[src/rtl/mixkey_pkg.sv]
package mixkey_pkg;

    localparam int BYTE_W    = 8;
    localparam int COL_BYTES = 4;
    localparam int COL_W     = BYTE_W * COL_BYTES;
    localparam int PIPE_LVLS = 2;

    localparam logic [BYTE_W-1:0] REDUCE_POLY = 8'h1B;

    typedef logic [BYTE_W-1:0] byte_t;
    typedef logic [COL_W-1:0]  col_t;

    // First-stage record for one output byte: linear part plus folded MSB term
    typedef struct packed {
        byte_t lin;
        logic  red;
    } lane_s1_t;

    function automatic byte_t shl1(input byte_t b);
        return {b[BYTE_W-2:0], 1'b0};
    endfunction

    function automatic byte_t fold_red(input byte_t lin, input logic red);
        return lin ^ (red ? REDUCE_POLY : '0);
    endfunction

    function automatic byte_t col_byte(input col_t c, input int j);
        return c[COL_W-1-BYTE_W*j -: BYTE_W];
    endfunction

endpackage

[src/rtl/mixkey_vld_pipe.sv]
module mixkey_vld_pipe
    import mixkey_pkg::*;
#(
    parameter int DEPTH = PIPE_LVLS
) (
    input  logic clk,
    input  logic rst,
    input  logic vld_in,
    output logic vld_s1,
    output logic vld_out
);
    logic [DEPTH-1:0] sr;

    genvar g;
    generate
        for (g = 0; g < DEPTH; g++) begin : g_stage
            always_ff @(posedge clk) begin
                if (rst)
                    sr[g] <= 1'b0;
                else if (g == 0)
                    sr[g] <= vld_in;
                else
                    sr[g] <= sr[(g == 0) ? 0 : g-1];
            end
        end
    endgenerate

    assign vld_s1  = sr[0];
    assign vld_out = sr[DEPTH-1];
endmodule

[src/rtl/mixkey_lane.sv]
module mixkey_lane
    import mixkey_pkg::*;
(
    input  logic  clk,
    input  logic  rst,
    input  logic  ld1,
    input  logic  ld2,
    input  byte_t a_dbl,   // coefficient 02
    input  byte_t a_tri,   // coefficient 03
    input  byte_t a_p1,    // coefficient 01
    input  byte_t a_p2,    // coefficient 01
    input  byte_t k,
    output byte_t y
);
    lane_s1_t s1_d, s1_q;

    // Shifted halves of 02·a_dbl and 02·a_tri are linear; only their MSBs feed the reduction bit
    always_comb begin
        s1_d.lin = shl1(a_dbl) ^ shl1(a_tri) ^ a_tri ^ a_p1 ^ a_p2 ^ k;
        s1_d.red = a_dbl[BYTE_W-1] ^ a_tri[BYTE_W-1];
    end

    always_ff @(posedge clk) begin
        if (rst)
            s1_q <= '0;
        else if (ld1)
            s1_q <= s1_d;
    end

    always_ff @(posedge clk) begin
        if (rst)
            y <= '0;
        else if (ld2)
            y <= fold_red(s1_q.lin, s1_q.red);
    end

    // output byte holds when the first stage carries no column
    a_r7_lane_hold: assert property (@(posedge clk) disable iff (rst)
        !ld2 |=> $stable(y));
endmodule

[src/rtl/colmix_key_top.sv]
module colmix_key_top
    import mixkey_pkg::*;
(
    input  logic        clk,
    input  logic        rst,
    input  logic        in_vld,
    input  logic [31:0] in_col,
    input  logic [31:0] in_key,
    output logic        out_vld,
    output logic [31:0] out_col
);
    logic vld_s1;

    mixkey_vld_pipe #(.DEPTH(PIPE_LVLS)) u_vld (
        .clk    (clk),
        .rst    (rst),
        .vld_in (in_vld),
        .vld_s1 (vld_s1),
        .vld_out(out_vld)
    );

    genvar i;
    generate
        for (i = 0; i < COL_BYTES; i++) begin : g_lane
            byte_t y;
            mixkey_lane u_lane (
                .clk  (clk),
                .rst  (rst),
                .ld1  (in_vld),
                .ld2  (vld_s1),
                .a_dbl(col_byte(in_col, i)),
                .a_tri(col_byte(in_col, (i+1) % COL_BYTES)),
                .a_p1 (col_byte(in_col, (i+2) % COL_BYTES)),
                .a_p2 (col_byte(in_col, (i+3) % COL_BYTES)),
                .k    (col_byte(in_key, i)),
                .y    (y)
            );
            assign out_col[COL_W-1-BYTE_W*i -: BYTE_W] = y;
        end
    endgenerate

    // Edges since reset, saturating, so two-deep history is never pre-reset
    logic [1:0] warm_cnt;
    always_ff @(posedge clk) begin
        if (rst)
            warm_cnt <= '0;
        else if (warm_cnt != 2'd2)
            warm_cnt <= warm_cnt + 2'd1;
    end
    wire warm = (warm_cnt == 2'd2);

    // valid travels exactly two stages
    a_r5_vld_latency: assert property (@(posedge clk) disable iff (rst)
        warm |-> (out_vld == $past(in_vld, 2)));

    // zero column yields the key word
    a_r3_zero_col: assert property (@(posedge clk) disable iff (rst)
        (warm && $past(in_vld, 2) && ($past(in_col, 2) == '0))
        |-> (out_col == $past(in_key, 2)));

    // equal bytes are a fixed point of the mix
    a_r4_equal_bytes: assert property (@(posedge clk) disable iff (rst)
        (warm && $past(in_vld, 2) &&
         ($past(in_col, 2) == {4{$past(in_col[7:0], 2)}}))
        |-> (out_col == ($past(in_col, 2) ^ $past(in_key, 2))));

    // a valid column two edges back always produces a valid result
    a_r6_stream: assert property (@(posedge clk) disable iff (rst)
        (warm && $past(in_vld, 2) && $past(in_vld, 1)) |-> out_vld);
endmodule

[config.mk]
export PLATFORM = sky130hd
export DESIGN_NAME = colmix_key_top
export DESIGN_NICKNAME = d
export VERILOG_FILES = /design/src/rtl/mixkey_pkg.sv /design/src/rtl/mixkey_vld_pipe.sv /design/src/rtl/mixkey_lane.sv /design/src/rtl/colmix_key_top.sv
export SDC_FILE = /design/constraint.sdc
export NUM_CORES = 1
export LEC_CHECK = 0
export BUFFER_PORTS_ARGS = -buffer_cell sky130_fd_sc_hd__buf_2
export CAP_MARGIN = 30
export CORE_ASPECT_RATIO = 1.5
export CORE_MARGIN = 1
export CORE_UTILIZATION = 54
export CTS_CLUSTER_DIAMETER = 100
export DETAILED_ROUTE_END_ITERATION = 12
export MAX_ROUTING_LAYER = met4
export PLACE_DENSITY_LB_ADDON = 0.12
export SYNTH_ARGS = -nofsm -noshare
export SYNTH_HDL_FRONTEND = slang
export SYNTH_HIERARCHICAL = 1
export SYNTH_SLANG_ARGS = --single-unit
[constraint.sdc]
create_clock -name clk -period 1.31 [get_ports clk]
set_input_delay 0.131 -clock clk [delete_from_list [all_inputs] [get_ports clk]]
set_output_delay 0.131 -clock clk [all_outputs]
set_load 0.01 [all_outputs]
-- Yosys cells after proc, flatten, opt, wreduce, memory -nomap -nowiden
Cells that the tools add are included.
- bits in registers: 70
- bits of input ports: 67
- output and inout bits: 33
- logic and storage cells: 46
- mux-type cells: 4
- bitwise operators: 28
- operator list (operator ; count):
    8-bit XOR ; 24
    5-bit 2-to-1 mux ; 4
    1-bit XOR ; 4

-- Logic depth before layout (Yosys ltp)
- word-level depth: 5
- depth in mapped cells: 4
- mapped depth without buffers: 3

-- Hierarchy
The synthesis kept the hierarchy.
- modules (own cells, without submodules) (module ; times used ; cells an instance ; area an instance (um2) ; seq. area each (um2)):
    mixkey_lane ; 4 ; 93 ; 1014.7 ; 340.3
    mixkey_vld_pipe ; 1 ; 4 ; 52.6 ; 40.0

-- Worst setup path after synthesis
Ideal clock, no wire load.
- kind: register -> register
- from: reg u_vld.sr[0], in the netlist u_vld/vld_s1
- to: reg g_lane[0].u_lane.y[2]
- library setup time: 0.119 ns
- data arrival time: 0.955 ns
- data required time: 1.191 ns
- path slack: 0.237 ns
- cell stages (with the launch flop): 4
- path buffers: 1
- clock period less this slack: 1.073 ns
- path through: dfxtp_1 -> buf_2 -> mux2i_1 -> nor2_1
- RTL lines (what ; RTL line ; RTL):
    start, declared ; mixkey_vld_pipe.sv:12 ; logic [DEPTH-1:0] sr;
    start signal, assigned by index ; mixkey_vld_pipe.sv:21 ; sr[g] <= vld_in;
    start signal, assigned by index ; mixkey_vld_pipe.sv:23 ; sr[g] <= sr[(g == 0) ? 0 : g-1];
    end signal, assigned ; mixkey_lane.sv:34 ; y <= fold_red(s1_q.lin, s1_q.red);
    end, declared ; mixkey_lane.sv:13 ; output byte_t y

-- Final worst setup path
- from: reg g_lane[1].u_lane.y[7]
- to: out out_col[23]
- RTL lines (what ; RTL line ; RTL):
    start, declared ; mixkey_lane.sv:13 ;
    start signal, assigned ; mixkey_lane.sv:34 ;
    end, declared ; colmix_key_top.sv:10 ; output logic [31:0] out_col
No word-level cell between the ends.

==> impl_metrics.json <==
{
  "status": "finished clean",
  "grt_max_degree": 71,
  "rsz0062_at_grt": "no",
  "gp_congestion": 0.784,
  "dr.pass1.iters": 4,
  "grt_usage_pct": 24.5,
  "die_h_microns": 109,
  "holdBufCountCts": 0,
  "max_cap_violations": 0,
  "cp-start-kind": "register",
  "vdd_drop_max_v": 0.000787,
  "postCtsSetupBuffers": 0,
  "wirelength_microns": 8850,
  "synth_seq_cells": 70,
  "synth_area_per_cell_sq_um": 10.9,
  "r2r-end": "g_lane[2].u_lane/y[2]$_SDFFE_PP0P_",
  "tightest_slew_ps": 379,
  "power.density_nw_per_um2": 1190,
  "design_area_sq_um": 4920,
  "crit_family": "flip-flops",
  "avgRoutedWirePerCell_microns": 15.5,
  "clock-sinks": 70,
  "overflow": 0,
  "syn_to_final_growth_pct": 19.8,
  "synth_nets": 443,
  "setup_violations": 0,
  "min_to": "g_lane[3].u_lane/s1_q[0]$_SDFFE_PP0P_",
  "slowest_delay_ps": 390,
  "drc_errors": 0,
  "syn_inst": 376,
  "clkTransAtPathRegs_ps": 70,
  "use_met1_pct": 27.4,
  "rows": 38,
  "cp_slowest_cell": "dfxtp_1",
  "synthesis.area_sq_um": 4110,
  "critical_path_class": "reg -> out",
  "r2r_cells": 3,
  "yosys_warnings": 6,
  "crit_chain": "buf_2",
  "required_ps": 1180,
  "cts_tree": "yes",
  "portBuffers": 99,
  "dp_hpwl_microns": 6650,
  "grt_pass1_vias": 2920,
  "grtUsageMet3_pct": 4.44,
  "layout-drive-gt1-share_pct": 31.6,
  "skew_ps": 10.0,
  "antenna_found_initial": 0,
  "ios": 100,
  "path_max_fanout": 2,
  "numCtsBuffers": 9,
  "start_util_pct": 56.2,
  "grt_pass1_wl_microns": 14000,
  "num_antenna_cells": 0,
  "rrSetupSlack_ps": 350,
  "p_total_mw": 5.88,
  "die-width_microns": 73.2,
  "drv_slew": 0,
  "relSlewSlack_pct": 74.7,
  "hold_viol_final": 0,
  "ys_types": 11,
  "cts.repair.resized": 0,
  "worstSkewPairLatency_ps": 350,
  "final_net_count": 534,
  "hold_path_depth": 3,
  "cp-end-kind": "primary output",
  "yosysSeqAreaShare_pct": 34.1,
  "r2r-start": "u_vld/vld_s1$_SDFF_PP0_",
  "ant_nets": 0,
  "core_sq_um": 7320,
  "drt-initial-drc-count": 67,
  "grt_most_used_layer": "met2",
  "root_buffer": "clkbuf_8",
  "min_from": "in_col[7]",
  "p_leak_nw": 2.15,
  "finalCriticalPeriod_ps": 1020,
  "use_met2_pct": 42.9,
  "fmax_mhz": 978,
  "dieArea_sq_um": 7970,
  "num_vias": 2900,
  "cts_buffer_depth": 2,
  "cp_data_arrival_time_ps": 890,
  "post_drt_via_cell_ratio": 5.07,
  "fin_crit_sh_pct": 78.0,
  "place_area_sq_um": 4720,
  "path_buf_inv": 1,
  "worstHoldPathType": "in -> reg",
  "ctsHtreeMaxLevel": 3
}
-- cell usage in the layout, fill, tap and decap left out, drive strengths merged --
cell type	synthesis	final
a211oi	52	52
buf	12	104
bufinv	0	1
clkbuf	12	11
clkinv	0	4
dfxtp	70	70
mux2i	16	16
nor2	68	68
nor2b	2	2
xnor2	88	88
xnor3	28	28
xor2	28	28
-- how the worst max path moves through the flow --
stage	from	to	slack (ps)	cells after the start
floorplan	u_vld/vld_s1$_SDFF_PP0_	g_lane[0].u_lane/y[2]$_SDFFE_PP0P_	240	3
global placement	in_col[6]	g_lane[3].u_lane/s1_q[8]$_SDFFE_PP0P_	-2	4
detailed placement	in_col[6]	g_lane[3].u_lane/s1_q[8]$_SDFFE_PP0P_	-10	4
CTS	g_lane[1].u_lane/y[7]$_SDFFE_PP0P_	out_col[23]	270	1
global route	g_lane[1].u_lane/y[7]$_SDFFE_PP0P_	out_col[23]	260	1
finish	g_lane[1].u_lane/y[7]$_SDFFE_PP0P_	out_col[23]	290	1
-- kinds of logic (layout without fill, tap and decap cells) --
group / Yosys count / count (layout) / share of synthesized area [%]
flip-flops: 70 / 70 / 34.1
AND/OR/NAND/NOR: 70 / 70 / 6.51
XOR/XNOR: 144 / 144 / 40.0
buffers and inverters: 24 / 120 / 2.56
AO/OA/AOI/OAI: 52 / 52 / 12.9
multiplexers: 16 / 16 / 3.90
-- cell usage after synthesis, drive strengths merged --
master  count  share of area (%)
nor2b       2               0.30
a211oi     52                 13
nor2       68                6.2
xnor2      88                 19
xnor3      28                 15
dfxtp      70                 34
xor2       28                6.0
buf        12                1.5
clkbuf     12                1.1
mux2i      16                3.9
-- per-stage QoR --
stage               setup TNS, ps  hold WS (ps)  worst slack [ps]  instances  utilization (%)
finish                          0           174               288        572             67.3
CTS                             0           169               273        572             67.3
global placement            -2.41           471             -2.41        556             64.4
floorplan                       0           203               237        376                -
global route                    0           202               265        572             67.3
detailed placement          -14.0           474             -14.0        556             64.4
-- layout make-up --
| cell class | instances | area (sq um) |
|---|---|---|
| clock inverter | 5 | 57.6 |
| multi-input combinational | 282 | 2610 |
| fill | 622 | 2400 |
| sequential | 70 | 1400 |
| clock buffer | 11 | 151 |
| timing repair buffer | 104 | 583 |
| tap | 100 | 125 |
-- registers in the layout, summed over array words and instances, names as in the netlist --
| register | cells |
|---|---|
| g_lane.u_lane/y | 32 |
| u_vld/vld_out | 1 |
| g_lane.u_lane/s1_q | 36 |
| u_vld/vld_s1 | 1 |
-- per-layer routing --
metal,share of wire [%],vias up
met3,3.8,15
met4,2.0,0
met5,0,-
met2,52,76
li1,-,1449
met1,42,1360
-- worst min-delay path, delay by kind of cell --
family                 cells  cell delay [ps]
XOR/XNOR                   1              140
AO/OA/AOI/OAI              1               60
buffers and inverters      1              150
-- power by group --
group	internal (mW)	total, mW	switching [mW]
sequential	2.32	2.45	0.137
clock	0.982	1.77	0.789
combinational	0.939	1.66	0.718
total	4.24	5.88	1.64
(Power assumes the default switching activity.)
